[config.mk]
export PLATFORM = sky130hd
export DESIGN_NAME = latch_scan_bank
export DESIGN_NICKNAME = d
export VERILOG_FILES = /design/src/rtl/latch_scan_pkg.sv /design/src/rtl/lsb_edge.sv /design/src/rtl/lsb_mode_dec.sv /design/src/rtl/lsb_store.sv /design/src/rtl/latch_scan_bank.sv
export SDC_FILE = /design/constraint.sdc
export NUM_CORES = 1
export LEC_CHECK = 0
export BUFFER_PORTS_ARGS = -buffer_cell sky130_fd_sc_hd__buf_2
export CORE_AREA = 2 2 39 41
export CTS_CLUSTER_DIAMETER = 120
export DETAILED_ROUTE_END_ITERATION = 6
export DIE_AREA = 0 0 41 43
export GPL_ROUTABILITY_DRIVEN = 0
export PLACE_DENSITY = 0.82
export REMOVE_ABC_BUFFERS = 1
export SLEW_MARGIN = 20
export SYNTH_ARGS = -nofsm -noshare
export SYNTH_HDL_FRONTEND = slang
export SYNTH_SLANG_ARGS = --single-unit
[constraint.sdc]
create_clock -name clk_i -period 1.7 [get_ports clk_i]
set_input_delay 0.255 -clock clk_i [delete_from_list [all_inputs] [get_ports clk_i]]
set_output_delay 0.255 -clock clk_i [all_outputs]
set_load 0.005 [all_outputs]
[src/rtl/latch_scan_pkg.sv]
package latch_scan_pkg;
  typedef enum logic [2:0] {
    MODE_CLR   = 3'd0,
    MODE_SET   = 3'd1,
    MODE_SHIFT = 3'd2,
    MODE_LOAD  = 3'd3,
    MODE_HOLD  = 3'd4
  } bank_mode_e;
endpackage

[src/rtl/lsb_edge.sv]
module lsb_edge (
  input  logic clk_i,
  input  logic rst_ni,
  input  logic gate_i,
  output logic rise_o
);
  logic gate_q;
  always_ff @(posedge clk_i or negedge rst_ni) begin
    if (!rst_ni) gate_q <= 1'b0;
    else         gate_q <= gate_i;
  end
  assign rise_o = gate_i & ~gate_q;
endmodule

[src/rtl/lsb_mode_dec.sv]
module lsb_mode_dec
  import latch_scan_pkg::*;
(
  input  logic       clr_i,
  input  logic       set_i,
  input  logic       test_en_i,
  input  logic       gate_i,
  input  logic       rise_i,
  output bank_mode_e mode_o
);
  always_comb begin
    if (clr_i)          mode_o = MODE_CLR;
    else if (set_i)     mode_o = MODE_SET;
    else if (test_en_i) mode_o = rise_i ? MODE_SHIFT : MODE_HOLD;
    else if (gate_i)    mode_o = MODE_LOAD;
    else                mode_o = MODE_HOLD;
  end
endmodule

[src/rtl/lsb_store.sv]
module lsb_store
  import latch_scan_pkg::*;
#(
  parameter int unsigned      WIDTH   = 8,
  parameter logic [WIDTH-1:0] PWR_VAL = '0,
  parameter logic [WIDTH-1:0] SET_EFF = '1
) (
  input  logic             clk_i,
  input  logic             rst_ni,
  input  bank_mode_e       mode_i,
  input  logic [WIDTH-1:0] data_i,
  input  logic             scan_i,
  output logic [WIDTH-1:0] store_o
);
  logic [WIDTH-1:0] store_q, store_d;

  always_comb begin
    unique case (mode_i)
      MODE_CLR:   store_d = '0;
      MODE_SET:   store_d = SET_EFF;
      MODE_SHIFT: store_d = (store_q << 1) | WIDTH'(scan_i);
      MODE_LOAD:  store_d = data_i;
      default:    store_d = store_q;
    endcase
  end

  always_ff @(posedge clk_i or negedge rst_ni) begin
    if (!rst_ni) store_q <= PWR_VAL;
    else         store_q <= store_d;
  end

  assign store_o = store_q;
endmodule

[src/rtl/latch_scan_bank.sv]
module latch_scan_bank
  import latch_scan_pkg::*;
#(
  parameter int unsigned      WIDTH       = 8,
  parameter bit               SET_USE_VAL = 1'b1,
  parameter logic [WIDTH-1:0] SET_VAL     = WIDTH'(8'hA5),
  parameter logic [WIDTH-1:0] PWR_VAL     = WIDTH'(8'h3C)
) (
  input  logic             clk_i,
  input  logic             rst_ni,
  input  logic [WIDTH-1:0] data_i,
  input  logic             gate_i,
  input  logic             clr_i,
  input  logic             set_i,
  input  logic             test_en_i,
  input  logic             scan_i,
  output logic             scan_o,
  output logic [WIDTH-1:0] q_o
);
  localparam logic [WIDTH-1:0] SET_EFF = SET_USE_VAL ? SET_VAL : {WIDTH{1'b1}};

  logic             gate_rise;
  bank_mode_e       mode;
  logic [WIDTH-1:0] store_q;

  lsb_edge i_edge (
    .clk_i  (clk_i),
    .rst_ni (rst_ni),
    .gate_i (gate_i),
    .rise_o (gate_rise)
  );

  lsb_mode_dec i_dec (
    .clr_i     (clr_i),
    .set_i     (set_i),
    .test_en_i (test_en_i),
    .gate_i    (gate_i),
    .rise_i    (gate_rise),
    .mode_o    (mode)
  );

  lsb_store #(
    .WIDTH   (WIDTH),
    .PWR_VAL (PWR_VAL),
    .SET_EFF (SET_EFF)
  ) i_store (
    .clk_i   (clk_i),
    .rst_ni  (rst_ni),
    .mode_i  (mode),
    .data_i  (data_i),
    .scan_i  (scan_i),
    .store_o (store_q)
  );

  // forced values and flow-through bypass the storage
  always_comb begin
    unique case (mode)
      MODE_CLR:  q_o = '0;
      MODE_SET:  q_o = SET_EFF;
      MODE_LOAD: q_o = data_i;
      default:   q_o = store_q;
    endcase
  end

  assign scan_o = q_o[WIDTH-1];
endmodule

Yosys cells after proc, flatten, opt, wreduce, memory -nomap -nowiden
Index checks and enable logic that the tools add are counted.
- input bits: 15
- flip-flop bits (word level): 9
- reduce and logical (&&, ||, !) cells: 2
- mux-type cells: 7
- bitwise logic cells: 3
- eq/ne operators: 3
- operators by type and width (kind ; count):
    one-hot mux 8 bit (4 select lines) ; 1
    one-hot mux 8 bit (3 select lines) ; 1
    two-way mux 3 bit ; 5
    bitwise OR 8 x 1 -> 8 bit ; 1
    equality test 3 x 2 -> 1 bit (second input constant) ; 2
    nonzero test 4 bit ; 1
    equality test 3 x 1 -> 1 bit (second input constant) ; 1
    zero test 3 bit ; 1
    AND 1 bit ; 1
    inverter 1 bit ; 1

Depth between registers and ports, before layout
Gate-level depths: netlist of the first run.
- word-level depth: 8
- mapped depth: 5

By module
A second synthesis of the first run with hierarchy kept.
- cells, all modules: 82
- area, all modules: 714.4 um2
- by module, submodules not included (module ; cells an instance ; area each (um2) ; instances):
    lsb_store ; 39 ; 415.4 ; 1
    latch_scan_bank ; 35 ; 217.7 ; 1
    lsb_mode_dec ; 6 ; 42.5 ; 1
    lsb_edge ; 2 ; 38.8 ; 1

Worst setup path after synthesis of the first run
No wires, ideal clock.
- path kind: input to output
- start: input test_en_i
- end: output q_o[7]
- cell stages on the path: 5
- arrival: 0.996 ns
- path slack: 0.449 ns
- buffers on the path: 2
- data required time: 1.445 ns
- cells stage by stage: nand2b_1 clkbuf_1 nand2_1 a31oi_1 buf_4
- word-level cells in the longest chain between the ends: 5
- elaborated cells on any way between the ends: 7
- ends and longest elaborated chain (element ; RTL line ; RTL):
    start, declared ; latch_scan_bank.sv:15 ; input logic test_en_i,
    two-way mux 3 bit (*) ; lsb_mode_dec.sv:14 ; else if (test_en_i) mode_o = rise_i ? MODE_SHIFT : MODE_HOLD;
    two-way mux 3 bit (*) ; lsb_mode_dec.sv:13 ; else if (set_i) mode_o = MODE_SET;
    two-way mux 3 bit (*) ; lsb_mode_dec.sv:12 ; if (clr_i) mode_o = MODE_CLR;
    equality test 3 x 2 -> 1 bit, or another cell as far along ; latch_scan_bank.sv:57 ; unique case (mode)
    one-hot mux 8 bit (3 select lines) (*) ; latch_scan_bank.sv:57 ;
    end, declared ; latch_scan_bank.sv:18 ; output logic [WIDTH-1:0] q_o
Mark *: on every way between the ends. The rest lies on a longest branch, timed or not.

Final worst setup path of the first run
Same ends and word-level chain as after synthesis.

==> results.cfg, run 1 <==
[cts]
cts_resized = 0
htreeDepth = 1
root_buffer = clkbuf_4
insertion_delay_ps = 250
clk_pin_slew_ps = 50
cts.sinks = 9
cts_made_buffers = 3
clk_path_buf_depth = 2
cts_tree = built
post_cts_buffers = 0

[routing]
vias = 574
wl_per_cell_um = 11.8
met3_length_um = 118
final_antenna_net_count = 0
via_per_inst = 5.27
top_layer_used = met4
drtIter0Drc = 22
wl_mm = 1.28
drc = 0
wl_met1_um = 612
drtPass1Iterations = 4
wl_met2_um = 539

[power]
p_total_mw = 0.499
vdd_drop_max_v = 0.000345
powerDensity_mw_per_mm2 = 694
p_leak_nw = 0.331

[synth]
yosysTopAreaCell = dfrtp_1
synth_common_cells = 12 x nand2_1, 8 x a21oi_1, 8 x a31oi_1
async_flop_share = 1.00
yosysMostFrequentCell = nand2_1
netlist_area_um2 = 579
ys_top_cells_by_area = dfrtp_1 22%, dfstp_2 18%, a31oi_1 8.6%
netlist_instances = 70
netlist.area_leader.share = 0.216
yosysUniqueCellTypes = 22
synth-edff-count = 0
ys_seq_area_frac = 0.397
syn-mean-instance-area_um2 = 8.28
synthFlopType = dfrtp_1
synth_seq_cells = 9
synth_warnings = 0

[finish]
fillers = 126
multi_input_area_um2 = 314
area_growth_pct = 24.2
finalNonFillerCells = 109
seqCellArea_um2 = 230
drive_above_1_share = 0.398
num_antenna_cells = 0
fin_nets = 109

[grt]
grt_start_max_net_pins = 14
antenna_found_initial = 0
globalRouteOverflowTotal = 0
grt_pass1_vias = 493
track_usage = 0.169
grt_pass1_wl_mm = 2.01

[setup_path]
cp-end-kind = output pin
cp_data_required_time_ps = 1440
rr_endpoint = i_store.store_o[7]
cp_max_fo = 13
cp-startpoint = test_en_i
critPathCapture = q_o[7]
cp.arrival_ps = 1280
crit_type = in2out
rr_worst_depth = 3
crit_path_start_kind = input pin
ff2ff_setup_slack_ps = 530
r2r-start = i_edge.gate_q

[min_path]
hp-start = gate_i
hold_class = in2reg

[timing]
fin_crit_sh = 0.903
drv_slew = 0
max_freq_mhz = 652
hold_slack_ps = 216
fin_skew_ps = 1.51
slew_headroom = 0.795
layout_min_cycle_time_ps = 1530
finalSetupViolCount = 0
worstMarginPinSlew_ps = 308
fin_tns_setup_ps = 0
fin_ws_ps = 165
hold_violations = 0
rsz0062_at_grt = no

[floorplanning]
core_mm2 = 0.00138
die_area_mm2 = 0.00176
fp.dieW_um = 41
pin_count = 24
start_util = 0.419
die_h_um = 43
row_count = 14

[placed_design]
dp_hpwl_mm = 1.01
post-place-ws_ps = 185
dp_cells = 104
port_buffers = 23

[flow_run]
drv_cap = 0

[outcome]
run_status = finished, final reports clean
-- logic make-up (layout without fill, tap and decap cells) --
kind of cell / Yosys count / in the layout / share of synthesized area
and+or+nand+nor: 25 / 25 / 0.220
buffers and inverters: 6 / 29 / 0.0605
DFF: 9 / 9 / 0.397
AOI/OAI and AO/OA: 30 / 30 / 0.322
-- per-layer routing --
layer | vias up | global-route usage
li1 | 299 | -
met1 | 245 | 0.241
met2 | 28 | 0.231
met3 | 2 | 0.0157
met4 | 0 | 0.120
met5 | - | 0
-- final cells by class --
type	count	share of cell area
repair buffers	24	0.174
flip-flops and latches	9	0.320
clock buffers	4	0.0365
inverters	1	0.00522
multi-input cells	55	0.437
well taps	16	0.0278
-- stage by stage --
step                cell area (um^2)  utilization
floorplan                        548            -
global placement                 683        0.494
detailed placement               683        0.494
CTS                              719        0.520
global route                     719        0.520
finish                           719        0.520
-- worst max-delay path: stages --
cell     delay [ps]
buf_2           170
and2b_1         400
nand2_2         100
a31oi_1         210
buf_2           150
-- cell usage in the layout (no fill, tap or decap), types with 5 or more instances in the layout --
cell type  instances
a21oi_1            8
nand2_1           12
nand2b_1           5
dfrtp_1            5
a31oi_1            8
buf_2             23
-- how the worst min path moves through the flow --
stage,to,slack (ps),cells after the start
finish,i_edge.gate_q,220,1
global route,i_edge.gate_q,210,1
CTS,i_edge.gate_q,200,1
detailed placement,i_store.store_o[0],100,1
global placement,i_store.store_o[7],100,1
floorplan,i_edge.gate_q,-40,0
-- what timing repair did --
action | CTS | global route
hold endpoints to repair | 5 | 0
hold buffers | 1 | 0
endpoints found under the setup margin | 0 | 0
-- sequential cells by signal (all words and copies together) (netlist names) --
name,flops
i_store.store_o,8
i_edge.gate_q,1
-- power breakdown --
group / total [mW] / internal (mW) / switching [mW]
clock: 0.151 / 0.0896 / 0.0616
combinational: 0.106 / 0.0484 / 0.0571
sequential: 0.242 / 0.231 / 0.0112
total: 0.499 / 0.369 / 0.130
(Power assumes the default switching activity.)
==> inputs of run 2 (changes only) <==
Settings changed: RECOVER_POWER from default to 25, REMOVE_ABC_BUFFERS 1 to default.
==> run 2 against run 1 <==
Count of clock-buffer cells in the layout did not move. Combinational power barely moved. Clock skew rose by 1.2 ps. Wire length rose by 4.9%. Critical path type unchanged. Critical endpoint is now q_o[0].
==> results.cfg, run 2 (same netlist as run 1, synthesis figures left out) <==
[outcome]
run_status = finished, final reports clean

[grt]
grt_pass1_wl_mm = 1.86
track_usage = 0.157
antenna_found_initial = 0
grt_pass1_vias = 486
top_usage_layer = met2
grt_use_met3 = 0.0157
use_met1 = 0.197
grt_start_max_net_pins = 14
globalRouteOverflowTotal = 0
gr-usage-met2 = 0.244

[floorplanning]
pin_count = 24
start_util = 0.419
core_mm2 = 0.00138
die_h_um = 43
die_area_mm2 = 0.00176
fp.dieW_um = 41
row_count = 14

[setup_path]
rr_endpoint = i_store.store_o[0]
crit_type = in2out
rr_worst_depth = 3
path_delay_family = simple AND/OR/NAND/NOR gates
cpMaxStageDelayCell = and2b_1
cp_max_fo = 13
cp.arrival_ps = 1240
r2r-start = i_edge.gate_q
crit_chain = buf_2, and2b_1, nand2_2, a31oi_1, buf_2
cp-end-kind = output pin
cp_data_required_time_ps = 1440
critPathBufInv = 2
cp_slowest_stage_delay_ps = 390
ff2ff_setup_slack_ps = 530
crit_top_cell = buf_2
crit_path_start_kind = input pin

[synth]
synth_nets = 85

[timing]
worstMarginPinSlew_ps = 435
fin_skew_ps = 2.72
drv_slew = 0
fin_tns_setup_ps = 0
rsz0062_at_grt = no
layout_min_cycle_time_ps = 1500
fin_crit_sh = 0.880
hold_slack_ps = 214
finalSetupViolCount = 0
slew_headroom = 0.710
max_freq_mhz = 668
hold_violations = 0

[routing]
drc = 0
vias = 598
drtPass1Iterations = 4
wl_per_cell_um = 12.3
wl_mm = 1.34
final_antenna_net_count = 0
via_per_inst = 5.49
drtIter0Drc = 16

[cts]
clk_path_buf_depth = 2
cts_tree = built
post_cts_buffers = 0
cts.sinks = 9
htreeDepth = 1
cts_resized = 0
insertion_delay_ps = 250
hold_buffers = 1
clk_pin_slew_ps = 50
root_buffer = clkbuf_4
cts_made_buffers = 3

[finish]
layout_commonest_cell = buf_2
drive_above_1_share = 0.387
finalNonFillerCells = 109
layout_common_cells = 22 x buf_2, 12 x nand2_1, 8 x a21oi_1, 8 x a31oi_1
final_area_um2 = 718
fin_nets = 109
largest_register_ffs = 8
area_growth_pct = 24.0
num_antenna_cells = 0

[power]
powerDensity_mw_per_mm2 = 698
vdd_drop_max_v = 0.000355
p_total_mw = 0.501
p_leak_nw = 0.328

[min_path]
hold_end = i_edge.gate_q
whs_path_depth = 1
hold_class = in2reg
hp-start = gate_i

[placed_design]
dp_cells = 104
dp_hpwl_mm = 1.08
placed_cell_area_um2 = 683
port_buffers = 23

[flow_run]
drv_cap = 0
==> run 2: cell types whose count changed in the layout (fill, tap and decap cells not counted) <==
| cell | previous run | this run |
|---|---|---|
| buf_2 | 23 | 22 |
| clkbuf_1 | 1 | 2 |
==> run 2: per-layer routing <==
metal  share of wire  wire (um)
met5               0          0
met3           0.037         50
met2            0.50        674
met1            0.46        613
met4          0.0045          6
==> run 2: power breakdown <==
group	internal, mW	leakage [nW]	switching (mW)
registers	0.231	0.106	0.0109
clock network	0.0897	0.0150	0.0631
logic	0.0481	0.208	0.0584
total	0.369	0.328	0.132
==> run 2: stage by stage <==
step | setup WS, ps | utilization
finish | 204 | 0.519
global route | 135 | 0.519
CTS | 196 | 0.520
detailed placement | 202 | 0.494
global placement | 229 | 0.494
floorplan | 449 | -
==> run 2: area by class of cell <==
| cell class | instances | area, um^2 |
|---|---|---|
| fill | 139 | 666 |
| multi-input combinational | 55 | 314 |
| sequential | 9 | 230 |
| timing repair buffer | 24 | 124 |
| clock buffer | 4 | 26.3 |
| tap | 16 | 20.0 |
| inverter | 1 | 3.75 |
==> run 2: worst max-delay path by stage <==
stage               cells after the start      to      start  slack (ps)
floorplan                               5  q_o[7]  test_en_i         450
global placement                        5  q_o[7]  test_en_i         230
detailed placement                      5  scan_o  test_en_i         200
CTS                                     5  q_o[7]  test_en_i         200
global route                            5  q_o[7]  test_en_i         130
finish                                  5  q_o[0]  test_en_i         200
==> inputs of run 3 (changes only) <==
Clock period 1.7 ns to 1.6 ns, I/O delays scaled along.
==> run 3 against run 2 <==
Sequential share of layout area fell by 0.33 points. Sequential power rose by 6%. Non-clock buffer count rose by 1. Register-to-register slack got worse by 110 ps. Die area did not move. Via count rose by 1.5%. Combinational power rose by 8%. Wire length rose by 4.5%. Flip-flop and latch count did not move. Count of clock-buffer cells in the layout did not move. Power rose by 6.8%.
==> results.cfg, run 3 (same netlist as run 1, synthesis figures left out) <==
[power]
p_leak_nw = 0.333
vdd_drop_max_v = 0.000384
p_total_mw = 0.536
powerDensity_mw_per_mm2 = 738

[routing]
vias = 607
drtPass1Iterations = 4
drc = 0
wl_mm = 1.41
final_antenna_net_count = 0
via_per_inst = 5.52
drtIter0Drc = 27
wl_per_cell_um = 12.8

[setup_path]
ff2ff_setup_slack_ps = 420
r2r-start = i_edge.gate_q
cp-end-kind = output pin
rr_worst_depth = 3
crit_type = in2out
cp_max_fo = 8
crit_path_start_kind = input pin
cp_data_required_time_ps = 1360
rr_endpoint = i_store.store_o[7]
cp.arrival_ps = 1200

[timing]
worstMarginPinSlew_ps = 438
slew_headroom = 0.708
hold_violations = 0
fin_skew_ps = 1.39
drv_slew = 0
fin_tns_setup_ps = 0
finalSetupViolCount = 0
fin_crit_sh = 0.901
fin_ws_ps = 158
layout_min_cycle_time_ps = 1440
rsz0062_at_grt = no
max_freq_mhz = 694

[grt]
grt_pass1_wl_mm = 2.13
antenna_found_initial = 0
globalRouteOverflowTotal = 0
grt_pass1_vias = 566
grt_start_max_net_pins = 11
track_usage = 0.178

[floorplanning]
start_util = 0.419
pin_count = 24
die_h_um = 43
die_area_mm2 = 0.00176
fp.dieW_um = 41
row_count = 14
core_mm2 = 0.00138

[cts]
htreeDepth = 1
insertion_delay_ps = 250
clk_path_buf_depth = 2
root_buffer = clkbuf_4
cts_made_buffers = 3
clk_pin_slew_ps = 50
cts.sinks = 9
cts_tree = built

[finish]
fillers = 130
largest_register_ffs = 8
area_growth_pct = 25.3
multi_input_area_um2 = 314
num_antenna_cells = 0
drive_above_1_share = 0.394
layout_common_cells = 22 x buf_2, 12 x nand2_1, 8 x a21oi_1, 8 x a31oi_1
fin_nets = 110
layout_commonest_cell = buf_2
finalNonFillerCells = 110
seqCellArea_um2 = 230

[placed_design]
post-place-ws_ps = 163
port_buffers = 23
dp_hpwl_mm = 1.12
dp_cells = 105

[flow_run]
drv_cap = 0

[outcome]
run_status = finished, final reports clean

[min_path]
hp-start = gate_i
hold_class = in2reg
whs_path_depth = 1
hold_end = i_edge.gate_q

[synth]
synth_nets = 85
## run 3: changes by cell type in the layout (fill, tap and decap cells not counted), sizes merged
cell  change
buf       +1
## run 3: worst max-delay path by stage
stage | start | end | slack [ps]
global route | gate_i | q_o[7] | 90
detailed placement | test_en_i | q_o[7] | 160
CTS | test_en_i | q_o[7] | 150
floorplan | test_en_i | q_o[7] | 380
global placement | gate_i | scan_o | 210
finish | test_en_i | q_o[7] | 160
## run 3: timing repair
action                    4_1_cts  5_1_grt
hold buffers                    1        0
setup buffers                   0        0
hold endpoints to repair        5        0
gates resized for setup         0        0
## run 3: critical path, cell delays in order
cell and delay, ps:
buf_2 130, and2b_1 390, nand2_2 100, a31oi_1 200
buf_2 140
## run 3: stage by stage
step	util	cell area (um^2)	hold WS (ps)
after global routing	0.524	726	194
after detailed placement	0.499	691	91.7
final	0.524	726	201
after CTS	0.525	727	190
after floorplan	-	579	-55.6
after global placement	0.499	691	87.2
## run 3: per-layer routing
metal / share of wire / wire length (um) / track usage
met5: 0 / 0 / 0
met4: 0.0043 / 6 / 0.100
met3: 0.051 / 72 / 0.0157
met2: 0.51 / 717 / 0.294
met1: 0.43 / 608 / 0.213
## run 3: where the power goes
group          leakage (nW)  internal (mW)  switching, mW
logic                 0.212         0.0528         0.0636
clock network        0.0150         0.0953         0.0668
registers             0.106          0.246         0.0114
## run 3: cell type report
cell class | instances | area share
clock buffers | 4 | 0.0362
inverters | 1 | 0.00517
multi-input cells | 55 | 0.433
flip-flops and latches | 9 | 0.317
well taps | 16 | 0.0276
repair buffers | 25 | 0.181
